<file path="src/rtl/csb_pkg.sv">
package csb_pkg;

    // Which register group an offset selects.
    typedef enum logic [2:0] {
        SEL_NONE,
        SEL_BASE,
        SEL_MASK,
        SEL_XLAT,
        SEL_CTRL
    } csb_sel_e;

    // Decoded target: group and window number.
    typedef struct packed {
        csb_sel_e   kind;
        logic [7:0] win;
    } csb_dec_t;

endpackage

</file>
<file path="src/rtl/csb_addr_decode.sv">
module csb_addr_decode
    import csb_pkg::*;
#(
    parameter int ADDR_W    = 12,
    parameter int NWIN      = 4,
    parameter int STRIDE_LG = 6
) (
    input  logic [ADDR_W-1:0] addr,
    output csb_dec_t          dec
);
    localparam int SLOT_W = ADDR_W - STRIDE_LG;
    localparam int SUB_W  = STRIDE_LG - 3;

    logic [SLOT_W-1:0] slot;
    logic [SUB_W-1:0]  sub;
    logic [2:0]        unused_lo;
    int                slot_i;

    assign slot      = addr[ADDR_W-1:STRIDE_LG];
    assign sub       = addr[STRIDE_LG-1:3];
    assign unused_lo = addr[2:0];
    assign slot_i    = int'(slot);

    // Slots 0..NWIN-1 are base, then mask, then translated base, then control.
    always_comb begin
        dec.kind = SEL_NONE;
        dec.win  = '0;
        if (sub == '0) begin
            if (slot_i < NWIN) begin
                dec.kind = SEL_BASE;
                dec.win  = 8'(slot_i);
            end else if (slot_i < 2 * NWIN) begin
                dec.kind = SEL_MASK;
                dec.win  = 8'(slot_i - NWIN);
            end else if (slot_i < 3 * NWIN) begin
                dec.kind = SEL_XLAT;
                dec.win  = 8'(slot_i - 2 * NWIN);
            end else if (slot_i == 3 * NWIN) begin
                dec.kind = SEL_CTRL;
            end
        end
    end

endmodule

</file>
<file path="src/rtl/csb_window_bank.sv">
module csb_window_bank
    import csb_pkg::*;
#(
    parameter int NWIN       = 4,
    parameter int WIN_W      = 32,
    parameter int XLAT_SHIFT = 10
) (
    input  logic        clk,
    input  logic        rst_n,
    input  logic        wr_en,
    input  csb_dec_t    dec,
    input  logic [63:0] wdata,
    output logic [63:0] rdata
);
    typedef struct packed {
        logic [WIN_W-1:0] base;
        logic [WIN_W-1:0] mask;
        logic [WIN_W-1:0] xlat;
    } win_t;

    logic [NWIN-1:0][63:0] contrib;
    logic [63:0]           unused_wd;

    assign unused_wd = wdata;

    for (genvar w = 0; w < NWIN; w++) begin : g_win
        win_t win_d;
        win_t win_q;
        logic hit;

        assign hit = (dec.win == 8'(w));

        always_comb begin
            win_d = win_q;
            if (wr_en && hit) begin
                case (dec.kind)
                    SEL_BASE: win_d.base = wdata[WIN_W-1:0];
                    SEL_MASK: win_d.mask = wdata[WIN_W-1:0];
                    SEL_XLAT: win_d.xlat = wdata[XLAT_SHIFT +: WIN_W];
                    default:  win_d = win_q;
                endcase
            end
        end

        always_ff @(posedge clk) begin
            if (!rst_n) win_q <= '0;
            else        win_q <= win_d;
        end

        always_comb begin
            contrib[w] = '0;
            if (hit) begin
                case (dec.kind)
                    SEL_BASE: contrib[w] = 64'(win_q.base);
                    SEL_MASK: contrib[w] = 64'(win_q.mask);
                    SEL_XLAT: contrib[w] = 64'(win_q.xlat) << XLAT_SHIFT;
                    default:  contrib[w] = '0;
                endcase
            end
        end
    end

    always_comb begin
        rdata = '0;
        for (int w = 0; w < NWIN; w++) rdata = rdata | contrib[w];
    end

endmodule

</file>
<file path="src/rtl/csb_ctrl_reg.sv">
module csb_ctrl_reg #(
    parameter logic [63:0] CTRL_MASK = 64'h0000_001C_FF0F_C7FF
) (
    input  logic        clk,
    input  logic        rst_n,
    input  logic        wr_en,
    input  logic [63:0] wdata,
    output logic [63:0] rdata
);
    logic [63:0] ctrl_d;
    logic [63:0] ctrl_q;

    // Bits outside the mask are carried over from the stored value.
    always_comb begin
        ctrl_d = ctrl_q;
        if (wr_en) ctrl_d = (ctrl_q & ~CTRL_MASK) | (wdata & CTRL_MASK);
    end

    always_ff @(posedge clk) begin
        if (!rst_n) ctrl_q <= '0;
        else        ctrl_q <= ctrl_d;
    end

    assign rdata = ctrl_q;

endmodule

</file>
<file path="src/rtl/csb_split_bridge.sv">
module csb_split_bridge
    import csb_pkg::*;
#(
    parameter int          ADDR_W     = 12,
    parameter int          NWIN       = 4,
    parameter int          WIN_W      = 32,
    parameter int          XLAT_SHIFT = 10,
    parameter int          STRIDE_LG  = 6,
    parameter logic [63:0] CTRL_MASK  = 64'h0000_001C_FF0F_C7FF
) (
    input  logic              clk,
    input  logic              rst_n,
    input  logic              req_valid,
    input  logic              req_write,
    input  logic [ADDR_W-1:0] req_addr,
    input  logic [31:0]       req_wdata,
    output logic              rsp_valid,
    output logic [31:0]       rsp_rdata,
    output logic              commit_valid,
    output logic [ADDR_W-1:0] commit_addr,
    output logic [63:0]       commit_data
);
    typedef struct packed {
        logic [31:0]       latch;
        logic              rsp_valid;
        logic [31:0]       rsp_data;
        logic              cmt_valid;
        logic [ADDR_W-1:0] cmt_addr;
        logic [63:0]       cmt_data;
    } state_t;

    state_t      q;
    state_t      d;
    csb_dec_t    dec;
    logic        upper;
    logic        wr_lo, wr_hi, rd_lo, rd_hi;
    logic [63:0] wide_wdata;
    logic [63:0] bank_rdata;
    logic [63:0] ctrl_rdata;
    logic [63:0] sel_rdata;
    logic        bank_wr, ctrl_wr;

    assign upper = req_addr[2];
    assign wr_lo = req_valid &&  req_write && !upper;
    assign wr_hi = req_valid &&  req_write &&  upper;
    assign rd_lo = req_valid && !req_write && !upper;
    assign rd_hi = req_valid && !req_write &&  upper;

    assign wide_wdata = {req_wdata, q.latch};
    assign bank_wr    = wr_hi && (dec.kind inside {SEL_BASE, SEL_MASK, SEL_XLAT});
    assign ctrl_wr    = wr_hi && (dec.kind == SEL_CTRL);

    csb_addr_decode #(
        .ADDR_W   (ADDR_W),
        .NWIN     (NWIN),
        .STRIDE_LG(STRIDE_LG)
    ) u_dec (
        .addr(req_addr),
        .dec (dec)
    );

    csb_window_bank #(
        .NWIN      (NWIN),
        .WIN_W     (WIN_W),
        .XLAT_SHIFT(XLAT_SHIFT)
    ) u_bank (
        .clk  (clk),
        .rst_n(rst_n),
        .wr_en(bank_wr),
        .dec  (dec),
        .wdata(wide_wdata),
        .rdata(bank_rdata)
    );

    csb_ctrl_reg #(
        .CTRL_MASK(CTRL_MASK)
    ) u_ctrl (
        .clk  (clk),
        .rst_n(rst_n),
        .wr_en(ctrl_wr),
        .wdata(wide_wdata),
        .rdata(ctrl_rdata)
    );

    always_comb begin
        case (dec.kind)
            SEL_CTRL:                    sel_rdata = ctrl_rdata;
            SEL_BASE, SEL_MASK, SEL_XLAT: sel_rdata = bank_rdata;
            default:                     sel_rdata = '0;
        endcase
    end

    always_comb begin
        d           = q;
        d.rsp_valid = 1'b0;
        d.cmt_valid = 1'b0;
        if (wr_lo) d.latch = req_wdata;
        if (wr_hi) begin
            d.cmt_valid = 1'b1;
            d.cmt_addr  = {req_addr[ADDR_W-1:3], 3'b000};
            d.cmt_data  = wide_wdata;
        end
        if (rd_lo) begin
            d.rsp_valid = 1'b1;
            d.rsp_data  = sel_rdata[31:0];
            d.latch     = sel_rdata[63:32];
        end
        if (rd_hi) begin
            d.rsp_valid = 1'b1;
            d.rsp_data  = q.latch;
        end
    end

    always_ff @(posedge clk) begin
        if (!rst_n) q <= '0;
        else        q <= d;
    end

    assign rsp_valid    = q.rsp_valid;
    assign rsp_rdata    = q.rsp_data;
    assign commit_valid = q.cmt_valid;
    assign commit_addr  = q.cmt_addr;
    assign commit_data  = q.cmt_data;

endmodule

</file>
<file path="config.mk">
export PLATFORM = sky130hd
export DESIGN_NAME = csb_split_bridge
export DESIGN_NICKNAME = d
export VERILOG_FILES = /design/src/rtl/csb_pkg.sv /design/src/rtl/csb_addr_decode.sv /design/src/rtl/csb_window_bank.sv /design/src/rtl/csb_ctrl_reg.sv /design/src/rtl/csb_split_bridge.sv
export SDC_FILE = /design/constraint.sdc
export NUM_CORES = 1
export LEC_CHECK = 0
export BUFFER_PORTS_ARGS = -buffer_cell sky130_fd_sc_hd__buf_2
export CORE_MARGIN = 5
export CORE_UTILIZATION = 42
export CTS_CLUSTER_DIAMETER = 150
export DETAILED_ROUTE_END_ITERATION = 7
export GPL_ROUTABILITY_DRIVEN = 0
export PLACE_DENSITY = 0.61
export SYNTH_ARGS = -nofsm -noshare
export SYNTH_HDL_FRONTEND = slang
export SYNTH_SLANG_ARGS = --single-unit
</file>
<file path="constraint.sdc">
create_clock -name clk -period 6.9 [get_ports clk]
set_clock_uncertainty 0.2 [all_clocks]
set_input_delay 0.69 -clock clk [delete_from_list [all_inputs] [get_ports clk]]
set_output_delay 0.69 -clock clk [all_outputs]
set_load 0.01 [all_outputs]
</file>
==> flow_summary.json <==
{
  "p_leak_uw": 0.00922,
  "final_antenna_net_count": 0,
  "io_buffers": 152,
  "die_h_microns": 255,
  "cp-start-kind": "input pin",
  "ctsHoldBuffers": 0,
  "ys_seq_elements": 551,
  "path_delay_family": "simple AND/OR/NAND/NOR gates",
  "cts_tree": "yes",
  "synthFlopType": "dfxtp_1",
  "required_ns": 7.21,
  "synth_area_sq_um": 25200,
  "gr-usage-all-layers_pct": 22.8,
  "hold_violations": 0,
  "cp_slowest_cell": "ha_4",
  "critPathMostFrequentCell": "buf_4",
  "slew-limit-headroom_pct": 20.7,
  "ys_types": 62,
  "core-area_sq_um": 59200,
  "finalSetupViolCount": 0,
  "start_util_pct": 42.6,
  "vias": 20900,
  "clockRootBuffer": "clkbuf_16",
  "post_cts_buffers": 0,
  "overflow": 0,
  "wl_microns": 77200,
  "drv_cap": 0,
  "cp.depth": 11,
  "area_growth_pct": 8.77,
  "slew_viol_final": 0,
  "route.detailed.drc": 0,
  "clock_sinks": 551,
  "dp_hpwl_microns": 45400,
  "ir_drop_mv": 0.180,
  "die_area_sq_um": 65100,
  "fin_crit_sh_pct": 67.8,
  "crit_chain": "buf_2 > inv_1 > ha_1 > ha_4 > nor4_4 > buf_4 > a21oi_1 > nand2b_1 > nand4_4 > buf_4 > a31o_1",
  "layout_min_cycle_time_ns": 4.68,
  "synthTopCellsByCount": "dfxtp_1 (551), nand2_1 (484), nor2_1 (251), a31o_1 (220), clkbuf_1 (181)",
  "clock_latency_ns": 0.62,
  "outcome": "finished, final reports clean",
  "worstMarginPinSlew_ns": 1.19,
  "synth_area_per_cell_sq_um": 8.63,
  "crit_type": "input pin to flop",
  "post_drt_wl_per_cell_microns": 21.4,
  "antenna_found_initial": 2,
  "path_buf_inv": 4,
  "p_per_area_nw_per_um2": 255,
  "cts_resized": 0,
  "synth-edff-count": 0,
  "ys_top_cells_by_area": "dfxtp_1 (44%), a31o_1 (7.6%), nand2_1 (7.2%)",
  "cpPeakStageDelay_ns": 0.91,
  "grt_max_degree": 179,
  "crit_fanout": 87,
  "hold_depth": 3,
  "htree_levels": 2,
  "cp_data_arrival_time_ns": 4.98,
  "fin_tns_setup_ns": 0,
  "yosysSeqAreaShare_pct": 43.7,
  "synth_cells": 2925,
  "total_power_uw": 7000,
  "clk_pin_slew_worst_paths_ns": 0.06,
  "drt_iter0_markers": 2186,
  "grt_pass1_wl_microns": 118000,
  "yosysTopAreaCell": "dfxtp_1",
  "ys_warn_count": 0,
  "synthArstFlopShare_pct": 0,
  "hold_path.class": "input pin to flop",
  "drive_gt1_share_pct": 14.0,
  "vias_per_cell": 5.80,
  "io_pins": 158,
  "firstDrtPassIters": 6,
  "grt_pass1_vias": 20200,
  "ff2ff_path_depth": 3,
  "yosysMostFrequentCell": "dfxtp_1",
  "rows": 89,
  "clockBufferDepth": 3,
  "clock.fmax_mhz": 214,
  "grt_setup_unrepaired": "false",
  "synth_top_area_share_pct": 43.7,
  "fin_nets": 2839,
  "die_x_microns": 255,
  "cts_buffers": 59,
  "setup.worst_path.end_class": "flop"
}
-- cell families (layout without fill, tap and decap cells) --
family,after synthesis,after routing,synth area share [%]
multiplexers,157,157,6.59
other,1,4,0.0149
AO/OA/AOI/OAI,866,866,24.8
AND/OR/NAND/NOR,933,933,16.2
flip-flops,551,551,43.7
buffers and inverters,412,320,8.48
adder cells (fa/ha/maj),5,5,0.248
-- where the power goes --
part	switching (uW)	total [uW]	internal (uW)
sequential	42.0	3250	3210
clock	1360	3420	2070
combinational	230	326	96.3
-- layout make-up --
cell class | count | area [sq um]
Timing Repair Buffer | 194 | 1120
Tap cell | 773 | 967
Antenna cell | 1 | 2.50
Fill cell | 5647 | 31800
Multi-Input combinational cell | 1964 | 12100
Clock inverter | 27 | 365
Clock buffer | 83 | 1750
Inverter | 16 | 60.1
Sequential cell | 551 | 11000
-- placed cells by master (no fill, tap or decap), drive strengths merged, types with 7 or more instances in the layout --
cell    count
clkbuf     83
nand3b      9
nand4       9
nor3        9
o21ai     162
mux2       63
nand3      93
a22o       10
a21boi    219
nor2b      42
dfxtp     551
nor2      254
bufinv      8
buf       194
a22oi      65
a21oi      56
a31o      220
inv        19
o22ai      39
mux2i      94
a31oi       7
o211ai     48
nand2     485
a221oi     11
nand2b      9
clkinv     13
-- per-layer routing --
layer / vias to the layer above / part of all wire, % / track usage, %
li1: 9855 / - / -
met1: 10200 / 45 / 30.9
met2: 690 / 46 / 37.5
met3: 137 / 6.2 / 3.25
met4: 0 / 3.0 / 7.89
met5: - / 0 / 0
-- worst reg2reg max path, stage by stage (launching register included) --
cell	delay, ns
dfxtp_1	0.76
nand2_1	0.38
nor2_1	0.20
a31o_1	0.13
-- registers in the layout, indices dropped and copies added (netlist names) --
| name | count |
|---|---|
| commit_valid | 1 |
| u_bank.g_win.win_q | 384 |
| u_ctrl.rdata | 28 |
| commit_data | 64 |
| rsp_rdata | 32 |
| rsp_valid | 1 |
| commit_addr | 9 |
| q | 32 |
-- per-stage QoR --
step | hold WS (ns) | instance area, sq um | setup WS [ns] | utilization, % | cells
finish | 0.134 | 27400 | 2.22 | 46.3 | 3609
global route | 0.120 | 27400 | 1.99 | 46.3 | 3609
CTS | 0.103 | 27400 | 2.27 | 46.3 | 3608
detailed placement | 0.246 | 25300 | 1.61 | 42.7 | 3498
global placement | 0.237 | 25300 | 1.71 | 42.7 | 3498
floorplan | 0.230 | 25200 | 3.79 | - | 2927
-- path summary, 6_finish.rpt --
check,startpoint,to,slack [ns]
worst max-delay path,req_addr[9],u_bank.g_win[0].win_q[80],2.22
worst min-delay path,req_wdata[30],commit_data[62],0.13
worst min register to register,u_bank.g_win[0].win_q[48],u_bank.g_win[0].win_q[48],0.25
worst max register to register,q[128],u_bank.g_win[2].win_q[82],5.18
Power figures use the tool's default switching activity.
